<file path="config.mk">
export PLATFORM = sky130hd
export DESIGN_NAME = tempered_accept_unit
export DESIGN_NICKNAME = d
export VERILOG_FILES = /design/src/rtl/tmar_pkg.sv /design/src/rtl/tmar_temper_rom.sv /design/src/rtl/tmar_state_mem.sv /design/src/rtl/tmar_scale.sv /design/src/rtl/tempered_accept_unit.sv
export SDC_FILE = /design/constraint.sdc
export NUM_CORES = 2
export LEC_CHECK = 0
export BUFFER_PORTS_ARGS = -buffer_cell sky130_fd_sc_hd__buf_2
export CAP_MARGIN = 5
export CORE_MARGIN = 3
export CORE_UTILIZATION = 55
export DETAILED_ROUTE_END_ITERATION = 16
export GPL_TIMING_DRIVEN = 0
export MAX_ROUTING_LAYER = met4
export PLACE_DENSITY = 0.69
export SETUP_SLACK_MARGIN = 0.1
export SLEW_MARGIN = 15
export SYNTH_ARGS = -nofsm -noshare
export SYNTH_HDL_FRONTEND = slang
export SYNTH_SLANG_ARGS = --single-unit
export TNS_END_PERCENT = 1
</file>
<file path="constraint.sdc">
create_clock -name clk -period 9.58 [get_ports clk]
set_input_delay 0.958 -clock clk [delete_from_list [all_inputs] [get_ports clk]]
set_output_delay 0.958 -clock clk [all_outputs]
set_load 0.01 [all_outputs]
</file>
<file path="src/rtl/tmar_pkg.sv">
package tmar_pkg;

    localparam int TF_FRAC = 16;
    localparam int TF_W    = TF_FRAC + 1;

    typedef enum logic {
        DEC_KEEP  = 1'b0,
        DEC_TAKE  = 1'b1
    } decision_e;

    // Tempering factor for zero-based index idx among m chains, Q1.16, floored.
    function automatic logic [TF_W-1:0] temper_q(input int idx, input int m);
        longint r;
        longint num;
        longint den;
        r   = longint'(m - idx);
        num = (r * r) <<< TF_FRAC;
        den = longint'(m) * longint'(m);
        return TF_W'(num / den);
    endfunction

endpackage

</file>
<file path="src/rtl/tmar_temper_rom.sv">
module tmar_temper_rom
    import tmar_pkg::*;
#(
    parameter int CHAINS = 8,
    localparam int CW    = $clog2(CHAINS)
) (
    input  logic [CW-1:0]   idx,
    output logic [TF_W-1:0] factor
);

    logic [TF_W-1:0] table_q [CHAINS];

    for (genvar g = 0; g < CHAINS; g++) begin : g_entry
        assign table_q[g] = temper_q(g, CHAINS);
    end

    assign factor = (int'(idx) < CHAINS) ? table_q[idx] : '0;

endmodule

</file>
<file path="src/rtl/tmar_state_mem.sv">
module tmar_state_mem #(
    parameter int CHAINS   = 8,
    parameter int LOGP_W   = 24,
    parameter int SAMPLE_W = 32,
    localparam int CW      = $clog2(CHAINS)
) (
    input  logic                     clk,
    input  logic                     rst,
    input  logic [CW-1:0]            rd_idx,
    output logic signed [LOGP_W-1:0] rd_logp,
    output logic [SAMPLE_W-1:0]      rd_sample,
    input  logic                     wr_en,
    input  logic [CW-1:0]            wr_idx,
    input  logic signed [LOGP_W-1:0] wr_logp,
    input  logic [SAMPLE_W-1:0]      wr_sample
);

    logic signed [LOGP_W-1:0] lg_q [CHAINS];
    logic [SAMPLE_W-1:0]      sm_q [CHAINS];

    always_ff @(posedge clk) begin
        if (rst) begin
            for (int i = 0; i < CHAINS; i++) begin
                lg_q[i] <= '0;
                sm_q[i] <= '0;
            end
        end else if (wr_en) begin
            lg_q[wr_idx] <= wr_logp;
            sm_q[wr_idx] <= wr_sample;
        end
    end

    assign rd_logp   = lg_q[rd_idx];
    assign rd_sample = sm_q[rd_idx];

endmodule

</file>
<file path="src/rtl/tmar_scale.sv">
module tmar_scale
    import tmar_pkg::*;
#(
    parameter int LOGP_W = 24,
    localparam int PW    = LOGP_W + TF_W + 1
) (
    input  logic                     clk,
    input  logic                     rst,
    input  logic signed [LOGP_W-1:0] value,
    input  logic [TF_W-1:0]          factor,
    output logic signed [LOGP_W:0]   scaled
);

    logic signed [PW-1:0] prod;

    assign prod = value * $signed({1'b0, factor});

    always_ff @(posedge clk) begin
        if (rst) scaled <= '0;
        else     scaled <= (LOGP_W+1)'(prod >>> TF_FRAC);
    end

    // A factor of at most 1.0 can never enlarge a magnitude.
    logic signed [LOGP_W+1:0] mag_in;
    logic signed [LOGP_W+1:0] mag_out;
    assign mag_in  = (value  < 0) ? -(LOGP_W+2)'(value)  : (LOGP_W+2)'(value);
    assign mag_out = (scaled < 0) ? -(LOGP_W+2)'(scaled) : (LOGP_W+2)'(scaled);

    a_r3_no_growth: assert property (@(posedge clk) disable iff (rst)
        mag_out <= $past(mag_in));

endmodule

</file>
<file path="src/rtl/tempered_accept_unit.sv">
module tempered_accept_unit
    import tmar_pkg::*;
#(
    parameter int CHAINS   = 8,
    parameter int LOGP_W   = 24,
    parameter int SAMPLE_W = 32,
    localparam int CW      = $clog2(CHAINS),
    localparam int DW      = LOGP_W + 2
) (
    input  logic                     clk,
    input  logic                     rst,
    input  logic                     in_valid,
    input  logic [CW-1:0]            in_chain,
    input  logic signed [LOGP_W-1:0] in_cand_logp,
    input  logic [SAMPLE_W-1:0]      in_cand_sample,
    input  logic signed [LOGP_W-1:0] in_log_u,
    output logic                     out_valid,
    output logic [CW-1:0]            out_chain,
    output logic                     out_accept,
    output logic [SAMPLE_W-1:0]      out_sample,
    output logic signed [LOGP_W-1:0] out_logp
);

    typedef struct packed {
        logic [CW-1:0]            chain;
        logic [SAMPLE_W-1:0]      cand_s;
        logic [SAMPLE_W-1:0]      prev_s;
        logic signed [LOGP_W-1:0] cand_l;
        logic signed [LOGP_W-1:0] prev_l;
        logic signed [LOGP_W-1:0] log_u;
    } ctx_t;

    // ---------------- stage 0: factor lookup and state read ----------------
    logic [TF_W-1:0]          factor;
    logic signed [LOGP_W-1:0] rd_logp;
    logic [SAMPLE_W-1:0]      rd_sample;
    logic                     wr_en;
    logic signed [LOGP_W-1:0] wr_logp;
    logic [SAMPLE_W-1:0]      wr_sample;
    logic [CW-1:0]            wr_idx;

    tmar_temper_rom #(.CHAINS(CHAINS)) u_rom (
        .idx    (in_chain),
        .factor (factor)
    );

    tmar_state_mem #(
        .CHAINS   (CHAINS),
        .LOGP_W   (LOGP_W),
        .SAMPLE_W (SAMPLE_W)
    ) u_mem (
        .clk       (clk),
        .rst       (rst),
        .rd_idx    (in_chain),
        .rd_logp   (rd_logp),
        .rd_sample (rd_sample),
        .wr_en     (wr_en),
        .wr_idx    (wr_idx),
        .wr_logp   (wr_logp),
        .wr_sample (wr_sample)
    );

    // ---------------- stage 1: two parallel multipliers ----------------
    logic signed [LOGP_W-1:0] sc_in  [2];
    logic signed [LOGP_W:0]   sc_out [2];

    assign sc_in[0] = in_cand_logp;
    assign sc_in[1] = rd_logp;

    for (genvar g = 0; g < 2; g++) begin : g_scale
        tmar_scale #(.LOGP_W(LOGP_W)) u_scale (
            .clk    (clk),
            .rst    (rst),
            .value  (sc_in[g]),
            .factor (factor),
            .scaled (sc_out[g])
        );
    end

    logic s1_valid;
    ctx_t s1_ctx;

    always_ff @(posedge clk) begin
        if (rst) begin
            s1_valid <= 1'b0;
            s1_ctx   <= '0;
        end else begin
            s1_valid      <= in_valid;
            s1_ctx.chain  <= in_chain;
            s1_ctx.cand_s <= in_cand_sample;
            s1_ctx.prev_s <= rd_sample;
            s1_ctx.cand_l <= in_cand_logp;
            s1_ctx.prev_l <= rd_logp;
            s1_ctx.log_u  <= in_log_u;
        end
    end

    // ---------------- stage 2: subtract ----------------
    logic                 s2_valid;
    ctx_t                 s2_ctx;
    logic signed [DW-1:0] s2_ratio;

    always_ff @(posedge clk) begin
        if (rst) begin
            s2_valid <= 1'b0;
            s2_ctx   <= '0;
            s2_ratio <= '0;
        end else begin
            s2_valid <= s1_valid;
            s2_ctx   <= s1_ctx;
            s2_ratio <= DW'(sc_out[0]) - DW'(sc_out[1]);
        end
    end

    // ---------------- stage 3: compare, select, write back ----------------
    decision_e            dec;
    logic signed [DW-1:0] u_ext;

    assign u_ext = DW'(s2_ctx.log_u);
    assign dec   = (s2_ratio > u_ext) ? DEC_TAKE : DEC_KEEP;

    assign wr_en     = s2_valid;
    assign wr_idx    = s2_ctx.chain;
    assign wr_logp   = (dec == DEC_TAKE) ? s2_ctx.cand_l : s2_ctx.prev_l;
    assign wr_sample = (dec == DEC_TAKE) ? s2_ctx.cand_s : s2_ctx.prev_s;

    always_ff @(posedge clk) begin
        if (rst) begin
            out_valid  <= 1'b0;
            out_chain  <= '0;
            out_accept <= 1'b0;
            out_sample <= '0;
            out_logp   <= '0;
        end else begin
            out_valid  <= s2_valid;
            out_chain  <= s2_ctx.chain;
            out_accept <= (dec == DEC_TAKE);
            out_sample <= wr_sample;
            out_logp   <= wr_logp;
        end
    end

    // ---------------- checks ----------------
    logic [1:0] age_q;
    always_ff @(posedge clk) begin
        if (rst)              age_q <= '0;
        else if (age_q != 2'd3) age_q <= age_q + 2'd1;
    end

    a_r1_reset_quiet: assert property (@(posedge clk)
        $past(rst) |-> !out_valid);

    a_r8_valid_latency: assert property (@(posedge clk) disable iff (rst)
        (age_q == 2'd3) |-> (out_valid == $past(in_valid, 3)));

    a_r8_chain_follows: assert property (@(posedge clk) disable iff (rst)
        out_valid |-> (out_chain == $past(in_chain, 3)));

    a_r6_take_candidate: assert property (@(posedge clk) disable iff (rst)
        (out_valid && out_accept) |->
            (out_sample == $past(in_cand_sample, 3) && out_logp == $past(in_cand_logp, 3)));

endmodule

</file>
# Word level (Yosys, flattened, before mapping)
# Memory sizes are Yosys's and may differ from the RTL's. A register that Yosys moved wholly into a read port is not among the register bits.
# Index checks and enable logic that the tools add are counted.
# op_classes
add_sub_neg	1
multipliers	2
magnitude_cmp	2
muxes	16
bitwise	1
n_reduce_logical	2
# ops
operator	count
24-bit by 18-bit multiplier with 41-bit output	2
32-bit two-way mux	2
24-bit two-way mux	2
17-bit two-way mux	2
32-bit OR reduction	1
26-bit by 24-bit > comparator with 1-bit output	1
25-bit by 25-bit subtractor with 26-bit output	1
24-bit OR reduction	1
1-bit two-way mux	8
3-bit two-way mux	2
4-bit greater-or-equal comparator (second input constant)	1
3-bit NOT with 4-bit output	1
# word_totals
register_bits	385
ramBits	448
mem_bits_ro	136
in_bits	86
out_inout_bits	61
word_cells	48
memories	3
# mem_list
name	depth	width	rd	rd_ports_with_merged_regs	wr	line_no	text
u_mem.sm_q	8	32	1	1	8	tmar_state_mem.sv:19	logic [SAMPLE_W-1:0] sm_q [CHAINS];
u_mem.lg_q	8	24	1	0	8	tmar_state_mem.sv:18	logic signed [LOGP_W-1:0] lg_q [CHAINS];
(name not given)	8	17	1	0	0	tmar_temper_rom.sv:17	assign factor = (int'(idx) < CHAINS) ? table_q[idx] : '0;

# Logic depth before layout (Yosys ltp)
# depth
ltp_word	5
ltp_mapped	30
depth_no_buf	25

# Hierarchy
# A second synthesis with hierarchy kept.
# unflattened
cells_unflattened	5767
hier_area_um2	62814.0
# by_module_without_submodules
module	instances	cells_each	area_each_um2	seq_area_each_um2
tmar_state_mem	1	1266	19725.2	13452.9
tmar_scale at g_scale[0].u_scale	1	1609	14729.1	500.5
tmar_scale at g_scale[1].u_scale	1	1591	14571.5	500.5
tempered_accept_unit	1	1277	13593.0	7347.0
tmar_temper_rom	1	24	195.2	0.0

# Worst setup path before layout
# No wires, ideal clock.
# synth_timing
path_type	input to register
start	input port in_chain[0]
end	register g_scale[1].u_scale.scaled[22]
setup_time_ps	62
arrival_ps	8388
required_ps	9518
setup_slack_ps	1130
path_stages	30
n_path_buf	6
path_cell_list	buf_2 -> buf_1 -> clkbuf_1 -> inv_1 -> clkbuf_1 -> ha_1 -> mux2i_1 -> clkbuf_1 -> buf_1 -> nor2_1 -> fa_1 -> inv_1 -> fa_1 -> inv_1 -> fa_1 -> inv_1 -> fa_1 -> inv_1 -> ha_1 -> ha_1 -> fa_1 -> a211oi_1 -> o211a_1 -> o21ai_0 -> a221oi_1 -> o21ai_1 -> nand3_1 -> a31oi_1 -> or4_1 -> nand3_1
# synth_via
elab_chain_cells	5
word_cells_on_any_way	6
classes_between	mul: 1; mux: 2; bitwise: 1; memory: 2
# synth_lines
element	line_no	text
start: declaration	tempered_accept_unit.sv:13	input logic [CW-1:0] in_chain,
3-bit NOT with 4-bit output (implied by the code)	tmar_temper_rom.sv:17	
memory 8 x 17 bit	--	
17-bit two-way mux (implied by the code) (2 in a row)	tmar_temper_rom.sv:17	
24-bit by 18-bit multiplier with 41-bit output *	tmar_scale.sv:16	assign prod = value * $signed({1'b0, factor});
end signal: assignment	tmar_scale.sv:20	else scaled <= (LOGP_W+1)'(prod >>> TF_FRAC);
end: declaration	tmar_scale.sv:11	output logic signed [LOGP_W:0] scaled
# Every way passes the cells marked *; elsewhere a longest branch is shown, timed or not. The select of a mux whose other input is x is not followed.
# A chain may end at the register's enable or synchronous reset.

# Worst setup path in the final report
# layout_timing
start	input port in_chain[1]
end	register g_scale[0].u_scale.scaled[23]
# layout_via
elab_chain_cells	5
# layout_lines
element	line_no
3-bit NOT with 4-bit output (implied by the code)	tmar_temper_rom.sv:17
memory 8 x 17 bit	--
17-bit two-way mux (implied by the code) (2 in a row)	tmar_temper_rom.sv:17
24-bit by 18-bit multiplier with 41-bit output	tmar_scale.sv:16
end signal: assignment	tmar_scale.sv:20
end: declaration	tmar_scale.sv:11
# Every way passes these cells. The select of a mux whose other input is x is not followed.

==> results.py <==
metrics = {
    "outcome": {
        "result_of_the_run": "completed",
    },
    "logic_synthesis": {
        "synth.yosys.warnings": 0,
        "yosysTopAreaCellShare_pct": 31.0,
        "synth_top_area_cell": "sky130_fd_sc_hd__edfxtp_1",
        "synthesis.instances": 3662,
        "netlist_area_um2": 43400,
        "synth.area.top_cells": "sky130_fd_sc_hd__edfxtp_1, sky130_fd_sc_hd__dfxtp_1, sky130_fd_sc_hd__ha_1",
        "synth-seq-area-share_pct": 50.2,
        "synth_fp_nets": 4256,
        "postSynth.asyncResetShare_pct": 0,
        "synth.most_common_cell": "sky130_fd_sc_hd__nor2_1",
        "synth.avg_cell_area_um2": 11.9,
        "synth_seq_cells": 865,
        "synth_enable_flop_cells": 448,
        "ys_types": 58,
        "synth_ff_type": "sky130_fd_sc_hd__edfxtp_1",
        "synth_common_cells": "sky130_fd_sc_hd__nor2_1, sky130_fd_sc_hd__edfxtp_1, sky130_fd_sc_hd__dfxtp_1, sky130_fd_sc_hd__inv_1, sky130_fd_sc_hd__ha_1",
    },
    "drt": {
        "detailedRoute.firstPassIterationCount": 5,
        "drc": 0,
        "avgViaCountPerCell": 5.51,
        "ant_nets": 0,
        "num_vias": 27600,
        "detail_route.wl_per_cell_um": 22.2,
        "routed_wirelength_um": 112000,
        "drt_iter0_markers": 2346,
    },
    "global_routing": {
        "use_met1_pct": 39.1,
        "antenna_found_initial": 7,
        "first_pass_grt_wire_length_um": 170000,
        "grt_remaining_overflow": 0,
        "met3_usage_pct": 4.41,
        "grt_most_used_layer": "met2",
        "groute.layer.met2.usage_pct": 44.2,
        "largest_net_degree_at_the_start_of_global_routing": 38,
        "groute.usage.overall_pct": 28.5,
        "vias_in_the_first_global_route": 28200,
    },
    "cells_and_area": {
        "final-instance-count-excl-fill": 5016,
        "nets": 4495,
        "fillerInstances": 6150,
        "drive_gt1_share_pct": 11.7,
        "postLayoutCellArea_um2": 48800,
        "syn2layout_area_growth_pct": 12.3,
    },
    "clocking": {
        "cts_num_sinks": 865,
        "cts.hold.buffers_added": 0,
        "ctsRootBufferMaster": "sky130_fd_sc_hd__clkbuf_16",
        "clock_tree.buffer_depth": 3,
        "clock_insertion_delay_worst_skew_ns": 0.67,
        "htree_num_levels": 3,
        "tritoncts": "done",
        "tritoncts.num_buffers": 87,
        "post_cts.repair.setup_buffers": 0,
        "cts.reportedPaths.clkPinSlew_ns": 0.06,
    },
    "power": {
        "power.static_leakage_nw": 20.7,
        "ir_worst_vdd_mv": 0.167,
        "powerDensity_nw_per_um2": 229,
    },
    "placement": {
        "placement.cell_area_um2": 45700,
        "place_inst": 4854,
        "gp_routability_congestion": 0.905,
        "port_buffers": 144,
        "detailedPlacementHpwl_um": 81200,
    },
    "sta": {
        "finalWorstPathRequiredPeriod_ns": 9.14,
        "grt_setup_unrepaired": "true",
        "finalMaxSlewViolations": 0,
        "relSlewSlack_pct": 16.7,
        "report.final.setup_viol": 0,
        "fmax_mhz": 109,
        "worstMarginPinSlew_ns": 1.25,
        "finClkSkew_ns": 0.0567,
        "timing_hold_violations_final": 0,
        "finalCritPeriodShare_pct": 95.4,
    },
    "worst_hold_path": {
        "hold_path_class": "reg2reg",
    },
    "worst_setup_path": {
        "setup.worst_path.start_class": "input port",
        "critPathRequiredTime_ns": 10.05,
        "critical-path-top-delay-family": "adder cells",
        "crit_path_end_kind": "flip-flop",
        "crit_path_max_fanout": 19,
        "timing.critical_path.slowest_cell_delay_ns": 0.66,
        "timing.critical_path.slowest_stage_cell": "sky130_fd_sc_hd__clkbuf_1",
        "critical_path.n_buffers_inverters": 9,
        "worst-setup-path-type": "in2reg",
        "cp_data_arrival_time_ns": 9.60,
    },
    "die": {
        "die_boundary_height_um": 287,
        "die_width_um": 287,
        "floorplan.die_area_um2": 82400,
        "initial_utilization_pct": 55.8,
        "io_pins": 147,
        "placement_rows": 102,
        "core_area_um2": 77800,
    },
    "flow_run": {
        "max-cap-violations": 0,
    },
}
cell type report:
class	instances	area (um2)	share of cell area, %
Sequential cell	865	21800	44.7
Multi-Input combinational cell	2295	19800	40.6
Timing Repair Buffer	152	896	1.84
Clock buffer	124	2500	5.12
Tap cell	1040	1300	2.67
Clock inverter	39	543	1.11
Buffer	163	674	1.38
Antenna cell	1	2.50	0.00513
Inverter	337	1260	2.59
state kept, by name, summed over array words and instances (netlist names):
name / cells
u_mem.sm_q: 256
u_mem.lg_q: 192
s1_ctx: 139
s2_ctx: 136
g_scale.u_scale.scaled: 50
out_sample: 32
s2_ratio: 26
out_logp: 24
out_chain: 3
wr_idx: 3
out_accept: 1
out_valid: 1
s1_valid: 1
s2_valid: 1
layer usage:
layer	share of wire, %	vias up
met5	0	-
met4	3.1	0
met3	8.1	183
met2	47	1062
met1	42	13700
li1	-	12700
stage by stage:
step                      hold slack [ns]  TNS, ns  util, %  setup WS (ns)  power (W)
final                               0.416        0     62.6          0.444     0.0112
after detailed placement            0.420   -41.10     58.7          -1.85    0.00768
after global routing                0.443        0     62.6         0.0330     0.0117
after CTS                           0.415        0     62.6          0.226     0.0112
after floorplan                     0.414        0        -           1.13    0.00670
after global placement              0.415   -39.05     58.4          -1.81    0.00765
worst reg2reg max path, cell delays in order, from the launching register on:
cell and delay [ns]:
sky130_fd_sc_hd__edfxtp_1 0.37, sky130_fd_sc_hd__mux4_2 0.50, sky130_fd_sc_hd__mux2i_1 0.66, sky130_fd_sc_hd__nor2b_1 0.16, sky130_fd_sc_hd__fa_1 0.57, sky130_fd_sc_hd__inv_1 0.06
sky130_fd_sc_hd__fa_1 0.53, sky130_fd_sc_hd__inv_1 0.05, sky130_fd_sc_hd__fa_1 0.47, sky130_fd_sc_hd__inv_1 0.05, sky130_fd_sc_hd__fa_1 0.50, sky130_fd_sc_hd__inv_1 0.05
sky130_fd_sc_hd__ha_1 0.27, sky130_fd_sc_hd__ha_1 0.31, sky130_fd_sc_hd__fa_1 0.44, sky130_fd_sc_hd__a211oi_1 0.36, sky130_fd_sc_hd__o211a_1 0.24, sky130_fd_sc_hd__o21ai_0 0.10
sky130_fd_sc_hd__a221oi_1 0.44, sky130_fd_sc_hd__o21ai_1 0.22, sky130_fd_sc_hd__nand3_1 0.16, sky130_fd_sc_hd__a31oi_1 0.19, sky130_fd_sc_hd__or4_1 0.51, sky130_fd_sc_hd__nand3_1 0.09
layout by cell type, fill, tap and decap left out, types with 43 or more instances in the layout:
cell type and n:
sky130_fd_sc_hd__inv_1 337, sky130_fd_sc_hd__a21oi_1 43, sky130_fd_sc_hd__buf_2 144, sky130_fd_sc_hd__mux4_2 112
sky130_fd_sc_hd__clkbuf_1 147, sky130_fd_sc_hd__edfxtp_1 448, sky130_fd_sc_hd__nor2_1 704, sky130_fd_sc_hd__clkbuf_16 88
sky130_fd_sc_hd__and2_1 137, sky130_fd_sc_hd__nor2b_1 310, sky130_fd_sc_hd__fa_1 195, sky130_fd_sc_hd__mux2i_1 93
sky130_fd_sc_hd__dfxtp_1 417, sky130_fd_sc_hd__ha_1 313
where the power goes:
| group | total, W | switching [W] | internal [W] |
|---|---|---|---|
| registers | 0.00430 | 0.000103 | 0.00419 |
| clock network | 0.00353 | 0.00149 | 0.00204 |
| logic | 0.00334 | 0.00201 | 0.00133 |
logic make-up (layout without fill, tap and decap cells):
group,count (synthesis),in the layout,share of synthesized area [%]
XOR/XNOR,69,69,1.39
multiplexers,225,225,8.56
other,0,1,0
AO/OA/AOI/OAI,205,205,3.13
adder cells (fa/ha/maj),508,508,18.0
flip-flops,865,865,50.2
AND/OR/NAND/NOR,1288,1288,14.3
buffers and inverters,502,815,4.43
path summary, 6_finish.rpt:
check | from | depth (start not counted) | slack, ns | end
worst max-delay path | in_chain[1] | 28 | 0.44 | g_scale[0].u_scale.scaled[23]
worst min-delay path | s1_ctx[22] | 1 | 0.42 | s2_ctx[22]
worst max register to register | u_mem.lg_q[6][5] | 23 | 2.19 | g_scale[1].u_scale.scaled[22]
worst min register to register | s1_ctx[22] | 1 | 0.42 | s2_ctx[22]
what timing repair did:
action / CTS / global route
resized for setup: 8 / 10
endpoints found under the setup margin: 31 / 8
pin swaps: 0 / 0
Power figures use the tool's default switching activity.
